## src/rtl/pcr_pkg.sv

```systemverilog
package pcr_pkg;
  localparam int unsigned WORD_W  = 32;
  localparam int unsigned ADDR_W  = 12;
  localparam int unsigned N_WORDS = 2;
  localparam int unsigned N_BITS  = WORD_W * N_WORDS;

  typedef enum logic [1:0] {
    OP_NONE = 2'd0,
    OP_SET  = 2'd1,
    OP_CLR  = 2'd2
  } op_e;

  typedef struct packed {
    logic [1:0] sel;   // {bank, word}: bank 0 reset, bank 1 stop
    logic       hit;
    logic       clr;
  } dec_t;
endpackage

```

## src/rtl/pcr_decode.sv

```systemverilog
module pcr_decode
  import pcr_pkg::*;
#(
  parameter logic [ADDR_W-1:0] RST_BASE  = 12'h040,
  parameter logic [ADDR_W-1:0] STOP_BASE = 12'h080,
  parameter logic [ADDR_W-1:0] HI_STEP   = 12'h010
) (
  input  logic [ADDR_W-1:0] addr,
  output dec_t              dec
);
  localparam logic [ADDR_W-1:0] CLR_OFS = 12'h004;

  always_comb begin
    dec = '0;
    for (int b = 0; b < 2; b++) begin
      for (int w = 0; w < 2; w++) begin
        logic [ADDR_W-1:0] base;
        base = ((b == 0) ? RST_BASE : STOP_BASE) + ADDR_W'(w) * HI_STEP;
        if (addr == base) begin
          dec.hit = 1'b1;
          dec.sel = {1'(b), 1'(w)};
          dec.clr = 1'b0;
        end else if (addr == base + CLR_OFS) begin
          dec.hit = 1'b1;
          dec.sel = {1'(b), 1'(w)};
          dec.clr = 1'b1;
        end
      end
    end
  end
endmodule

```

## src/rtl/pcr_word.sv

```systemverilog
module pcr_word
  import pcr_pkg::*;
#(
  parameter logic [WORD_W-1:0] RESET_VAL = '1
) (
  input  logic              clk,
  input  logic              rst_n,
  input  op_e               op,
  input  logic [WORD_W-1:0] wdata,
  output logic [WORD_W-1:0] q
);
  logic [WORD_W-1:0] q_nxt;
  logic              q_en;

  always_comb begin
    q_en  = (op != OP_NONE);
    q_nxt = q;
    unique case (op)
      OP_SET:  q_nxt = q | wdata;
      OP_CLR:  q_nxt = q & ~wdata;
      default: q_nxt = q;
    endcase
  end

  always_ff @(posedge clk or negedge rst_n) begin
    if (!rst_n)    q <= RESET_VAL;
    else if (q_en) q <= q_nxt;
  end

  // a write of all zeros leaves the word unchanged
  a_r4_zero_keeps: assert property (@(posedge clk) disable iff (!rst_n)
    (op != OP_NONE && wdata == '0) |=> $stable(q));
  // a clear never sets a bit
  a_r3_clr_no_set: assert property (@(posedge clk) disable iff (!rst_n)
    (op == OP_CLR) |=> ((q & ~$past(q)) == '0));
  // a set never clears a bit
  a_r2_set_no_clr: assert property (@(posedge clk) disable iff (!rst_n)
    (op == OP_SET) |=> ((~q & $past(q)) == '0));
endmodule

```

## src/rtl/pcr_regfile.sv

```systemverilog
module pcr_regfile
  import pcr_pkg::*;
#(
  parameter int unsigned INV_BIT = 14
) (
  input  logic                 clk,
  input  logic                 rst_n,
  input  logic                 bus_wr,
  input  logic                 bus_rd,
  input  logic [ADDR_W-1:0]    bus_addr,
  input  logic [WORD_W-1:0]    bus_wdata,
  output logic [WORD_W-1:0]    rd_data,
  output logic [N_BITS-1:0]    clk_en,
  output logic [N_BITS-1:0]    periph_rst
);
  localparam logic [N_BITS-1:0] POL_MASK  = N_BITS'(1) << INV_BIT;
  localparam logic [N_BITS-1:0] STOP_INIT = ~POL_MASK;

  dec_t              dec;
  logic [WORD_W-1:0] words [4];

  pcr_decode u_dec (.addr(bus_addr), .dec(dec));

  for (genvar g = 0; g < 4; g++) begin : g_word
    localparam int unsigned WI = g % 2;
    localparam logic [WORD_W-1:0] RV =
      (g < 2) ? '1 : STOP_INIT[WI*WORD_W +: WORD_W];
    op_e op;
    always_comb begin
      op = OP_NONE;
      if (bus_wr && dec.hit && dec.sel == 2'(g))
        op = dec.clr ? OP_CLR : OP_SET;
    end
    pcr_word #(.RESET_VAL(RV)) u_word (
      .clk(clk), .rst_n(rst_n), .op(op), .wdata(bus_wdata), .q(words[g])
    );
  end

  always_comb begin
    rd_data = '0;
    if (bus_rd && dec.hit) rd_data = words[dec.sel];
  end

  // per-bit polarity on the stop bank
  assign periph_rst = {words[1], words[0]};
  assign clk_en     = ~({words[3], words[2]} ^ POL_MASK);

  // input assumptions: no simultaneous strobes, aligned access
  a_in_excl: assert property (@(posedge clk) disable iff (!rst_n)
    !(bus_wr && bus_rd));
  // unmapped write leaves both outputs unchanged
  a_r10_unmapped_wr: assert property (@(posedge clk) disable iff (!rst_n)
    (bus_wr && !dec.hit) |=> ($stable(clk_en) && $stable(periph_rst)));
  // unmapped read returns zero
  a_r10_unmapped_rd: assert property (@(posedge clk) disable iff (!rst_n)
    (bus_rd && !dec.hit) |-> (rd_data == '0));
  // with no write, outputs hold
  a_r11_idle_hold: assert property (@(posedge clk) disable iff (!rst_n)
    (!bus_wr) |=> ($stable(clk_en) && $stable(periph_rst)));
  // the inverted bit follows its stored value
  a_r9_inv_bit: assert property (@(posedge clk) disable iff (!rst_n)
    clk_en[INV_BIT] == words[2 + INV_BIT/WORD_W][INV_BIT%WORD_W]);
endmodule

```

## config.mk

```make
export PLATFORM = sky130hd
export DESIGN_NAME = pcr_regfile
export DESIGN_NICKNAME = d
export VERILOG_FILES = /design/src/rtl/pcr_pkg.sv /design/src/rtl/pcr_decode.sv /design/src/rtl/pcr_word.sv /design/src/rtl/pcr_regfile.sv
export SDC_FILE = /design/constraint.sdc
export NUM_CORES = 1
export LEC_CHECK = 0
export BUFFER_PORTS_ARGS = -buffer_cell sky130_fd_sc_hd__buf_2
export CAP_MARGIN = 0
export CORE_ASPECT_RATIO = 1.75
export CORE_UTILIZATION = 58
export CTS_CLUSTER_DIAMETER = 50
export DETAILED_ROUTE_END_ITERATION = 16
export PLACE_DENSITY_LB_ADDON = 0.3
export SLEW_MARGIN = 20
export SYNTH_ARGS = -nofsm -noshare
export SYNTH_HDL_FRONTEND = slang
export SYNTH_SLANG_ARGS = --single-unit
```

## constraint.sdc

```tcl
create_clock -name clk -period 5.3 [get_ports clk]
set_clock_uncertainty 0.2 [all_clocks]
set_input_delay 1.59 -clock clk [delete_from_list [all_inputs] [get_ports clk]]
set_output_delay 1.59 -clock clk [all_outputs]
set_load 0.02 [all_outputs]
```

==> impl_metrics.tcl <==
set metrics [dict create \
    dp_hpwl_um 16200 \
    dieArea_um2 13800 \
    fill_cells 983 \
    synth_warnings 0 \
    p_seq_share_pct 39.5 \
    grt_max_degree 83 \
    final_area_um2 9470 \
    critPathArrivalTime_ps 3090 \
    drt_first_pass_iters 8 \
    cts_max_path_buffers 2 \
    hold_violations 0 \
    regToRegSetupSlack_ps 4030 \
    synthCells 756 \
    setup_tns_ps 0 \
    area_growth_syn_to_layout_pct 22.6 \
    core_area_um2 12900 \
    holdCritPathClass "flip-flop to flip-flop" \
    hold_slack_ps 287 \
    clockRootBuffer "clkbuf_16" \
    p_total_uw 2530 \
    place_congestion 0.870 \
    critPathLaunch "bus_addr[6]" \
    drc 0 \
    cts_setup_buffers 0 \
    ctsHoldBuffers 0 \
    p_int_uw 1910 \
    nets 956 \
    switching_power_uw 616 \
    syn_area_um2 7730 \
    status "finished clean" \
    syn_nets 804 \
    synth-seq-cells 128 \
    cp_slowest_stage_delay_ps 390 \
    rsz0062_at_grt "no" \
    placed_cells 1060 \
    die_x_um 89.2 \
    p_leak_uw 0.00431 \
    maxCapViolCount 0 \
    cp-start-kind "input port" \
    cts_tree "done" \
    crit_chain "buf_2 -> nand2b_2 -> buf_4 -> nand3_1 -> a21oi_1 -> buf_2" \
    vias 7534 \
    synth.distinct_cells 33 \
    hold_depth 2 \
    grt_util_all_layers_pct 38.2 \
    grt_use_met1_pct 43.5 \
    initialDrtViolationCount 763 \
    power.share.clock_pct 52.0 \
    combinationalPowerShare_pct 8.5 \
    overflow 0 \
    grt_pass1_wl_um 39800 \
    ios 208 \
    crit_type "input port to output port" \
    h-tree-depth 4 \
    slew_viol_final 0 \
    cp_top_family "buffers and inverters" \
    ys_seq_area_share_pct 43.5 \
    cellPowerDensity_nw_per_um2 267 \
    path_common_cell "buf_2" \
    top_usage_layer "met2" \
    grt_use_met2_pct 61.2 \
    wl_per_cell_um 23.5 \
    viasPerCell 6.91 \
    grtUsageMet3_pct 9.12 \
    swShare_pct 24.3 \
    fin_crit_sh_pct 92.0 \
    wl_um 25700 \
    worst-path-buf-inv 3 \
    crit_path_end_kind "output port" \
    cp_slowest_cell "buf_4" \
    setup_viol 0 \
    postPlaceCellArea_um2 8810 \
    drive_gt1_share_pct 49.3 \
    tightest_slew_ps 1100 \
    die_h_um 155 \
    ir_worst_vdd_v 0.000203 \
    grt_pass1_vias 7666 \
    post_cts_resized 0 \
    antennaDiodeCount 0 \
    syn_avg_cell_area_um2 10.2 \
    cp.required_ps 3510 \
    path_clk_slew_ps 60 \
    io_buffer_count 207 \
    antenna_found_initial 0 \
    start_util_pct 59.7 \
    relSlewSlack_pct 26.3 \
    fmax_ghz 0.205 \
    stdcell_count 1091 \
    r2r_cells 2 \
    rows 55 \
    fin_crit_ps 4880 \
    clkLatencyLatePin_ps 410 \
    cts_sinks 128 \
    path_max_fanout 28 \
    final_antenna_net_count 0 \
    numCtsBuffers 17 \
]
per-layer routing:
metal	routed length [µm]	vias to the layer above	share of wire, %
li1	-	3213	-
met1	8850	3670	34
met2	12600	518	49
met3	2350	133	9.2
met4	1830	0	7.1
met5	0	-	0
power by group through the flow:
stage / sequential, µW / clock (µW) / combinational (µW)
2_1_floorplan: 1020 / 0 / 116
3_3_place_gp: 1010 / 0 / 203
3_5_place_dp: 1010 / 0 / 210
4_1_cts: 998 / 1320 / 211
5_1_grt: 999 / 1360 / 229
6_report: 998 / 1320 / 216
kinds of logic after synthesis:
kind of cell / share of synthesized area, %
AO/OA/AOI/OAI: 17.6
XOR/XNOR: 0.113
multiplexers: 13.0
AND/OR/NAND/NOR: 16.8
flip-flops: 43.5
buffers and inverters: 8.96
worst min-delay path: cells and delay by family (launching register included):
kind / cells / cell delay (ps)
mux: 1 / 60
flops: 1 / 370
buf+inv: 1 / 60
Yosys cell counts:
library cell,count,share of area (%)
and2_1,32,2.6
buf_2,13,0.84
a41oi_1,64,7.3
nand3b_1,1,0.097
and3b_1,1,0.11
buf_4,2,0.19
nand4b_1,24,2.7
nor4_1,30,2.4
buf_1,8,0.39
nor4_4,3,0.83
dfrtp_1,1,0.32
dfstp_2,127,43
inv_1,65,3.2
xor2_1,1,0.11
mux2_2,32,4.7
clkbuf_1,72,3.5
nor3b_1,1,0.097
nand3_1,32,2.1
a21oi_1,32,2.1
nand4_1,17,1.4
and4b_1,8,1.0
or4_4,1,0.15
and3_1,1,0.081
nor4_2,17,2.8
a31oi_1,64,5.2
mux2i_1,64,8.3
nand2b_1,1,0.081
nor2b_1,1,0.081
and4_1,1,0.11
buf_6,6,0.87
nor3_2,1,0.13
or4_1,1,0.097
a22oi_1,32,3.1
worst max path at each step:
stage	slack (ps)	to	cells past startpoint
final	420	rd_data[21]	6
after detailed placement	500	rd_data[15]	6
after CTS	480	rd_data[21]	6
after global routing	320	rd_data[21]	6
after global placement	540	rd_data[18]	6
after floorplan	540	rd_data[10]	6
per-stage QoR:
step	utilization [%]	setup WS [ps]
after detailed placement	68.1	502
after global routing	73.2	323
after global placement	68.1	541
final	73.2	422
after CTS	73.2	481
after floorplan	-	539
layout make-up:
| class | count | area, µm² | area share [%] |
|---|---|---|---|
| clock buffer | 19 | 453 | 4.78 |
| sequential | 128 | 3360 | 35.5 |
| timing repair buffer | 234 | 1280 | 13.5 |
| tap | 171 | 214 | 2.26 |
| multi-input combinational | 462 | 3710 | 39.2 |
| inverter | 65 | 244 | 2.58 |
| clock inverter | 12 | 208 | 2.19 |
cells in the final DEF, fill, tap and decap left out, types with 5 or more instances in the layout:
master,n
a21oi_1,32
a22oi_1,32
a31oi_1,64
a41oi_1,64
and2_1,32
and4b_1,8
buf_2,205
buf_4,26
bufinv_16,5
clkbuf_16,17
dfstp_2,127
inv_1,65
mux2_2,32
mux2i_1,64
nand3_1,32
nand4_1,17
nand4b_1,24
nor4_1,28
nor4_2,19
Power figures use the tool's default switching activity.
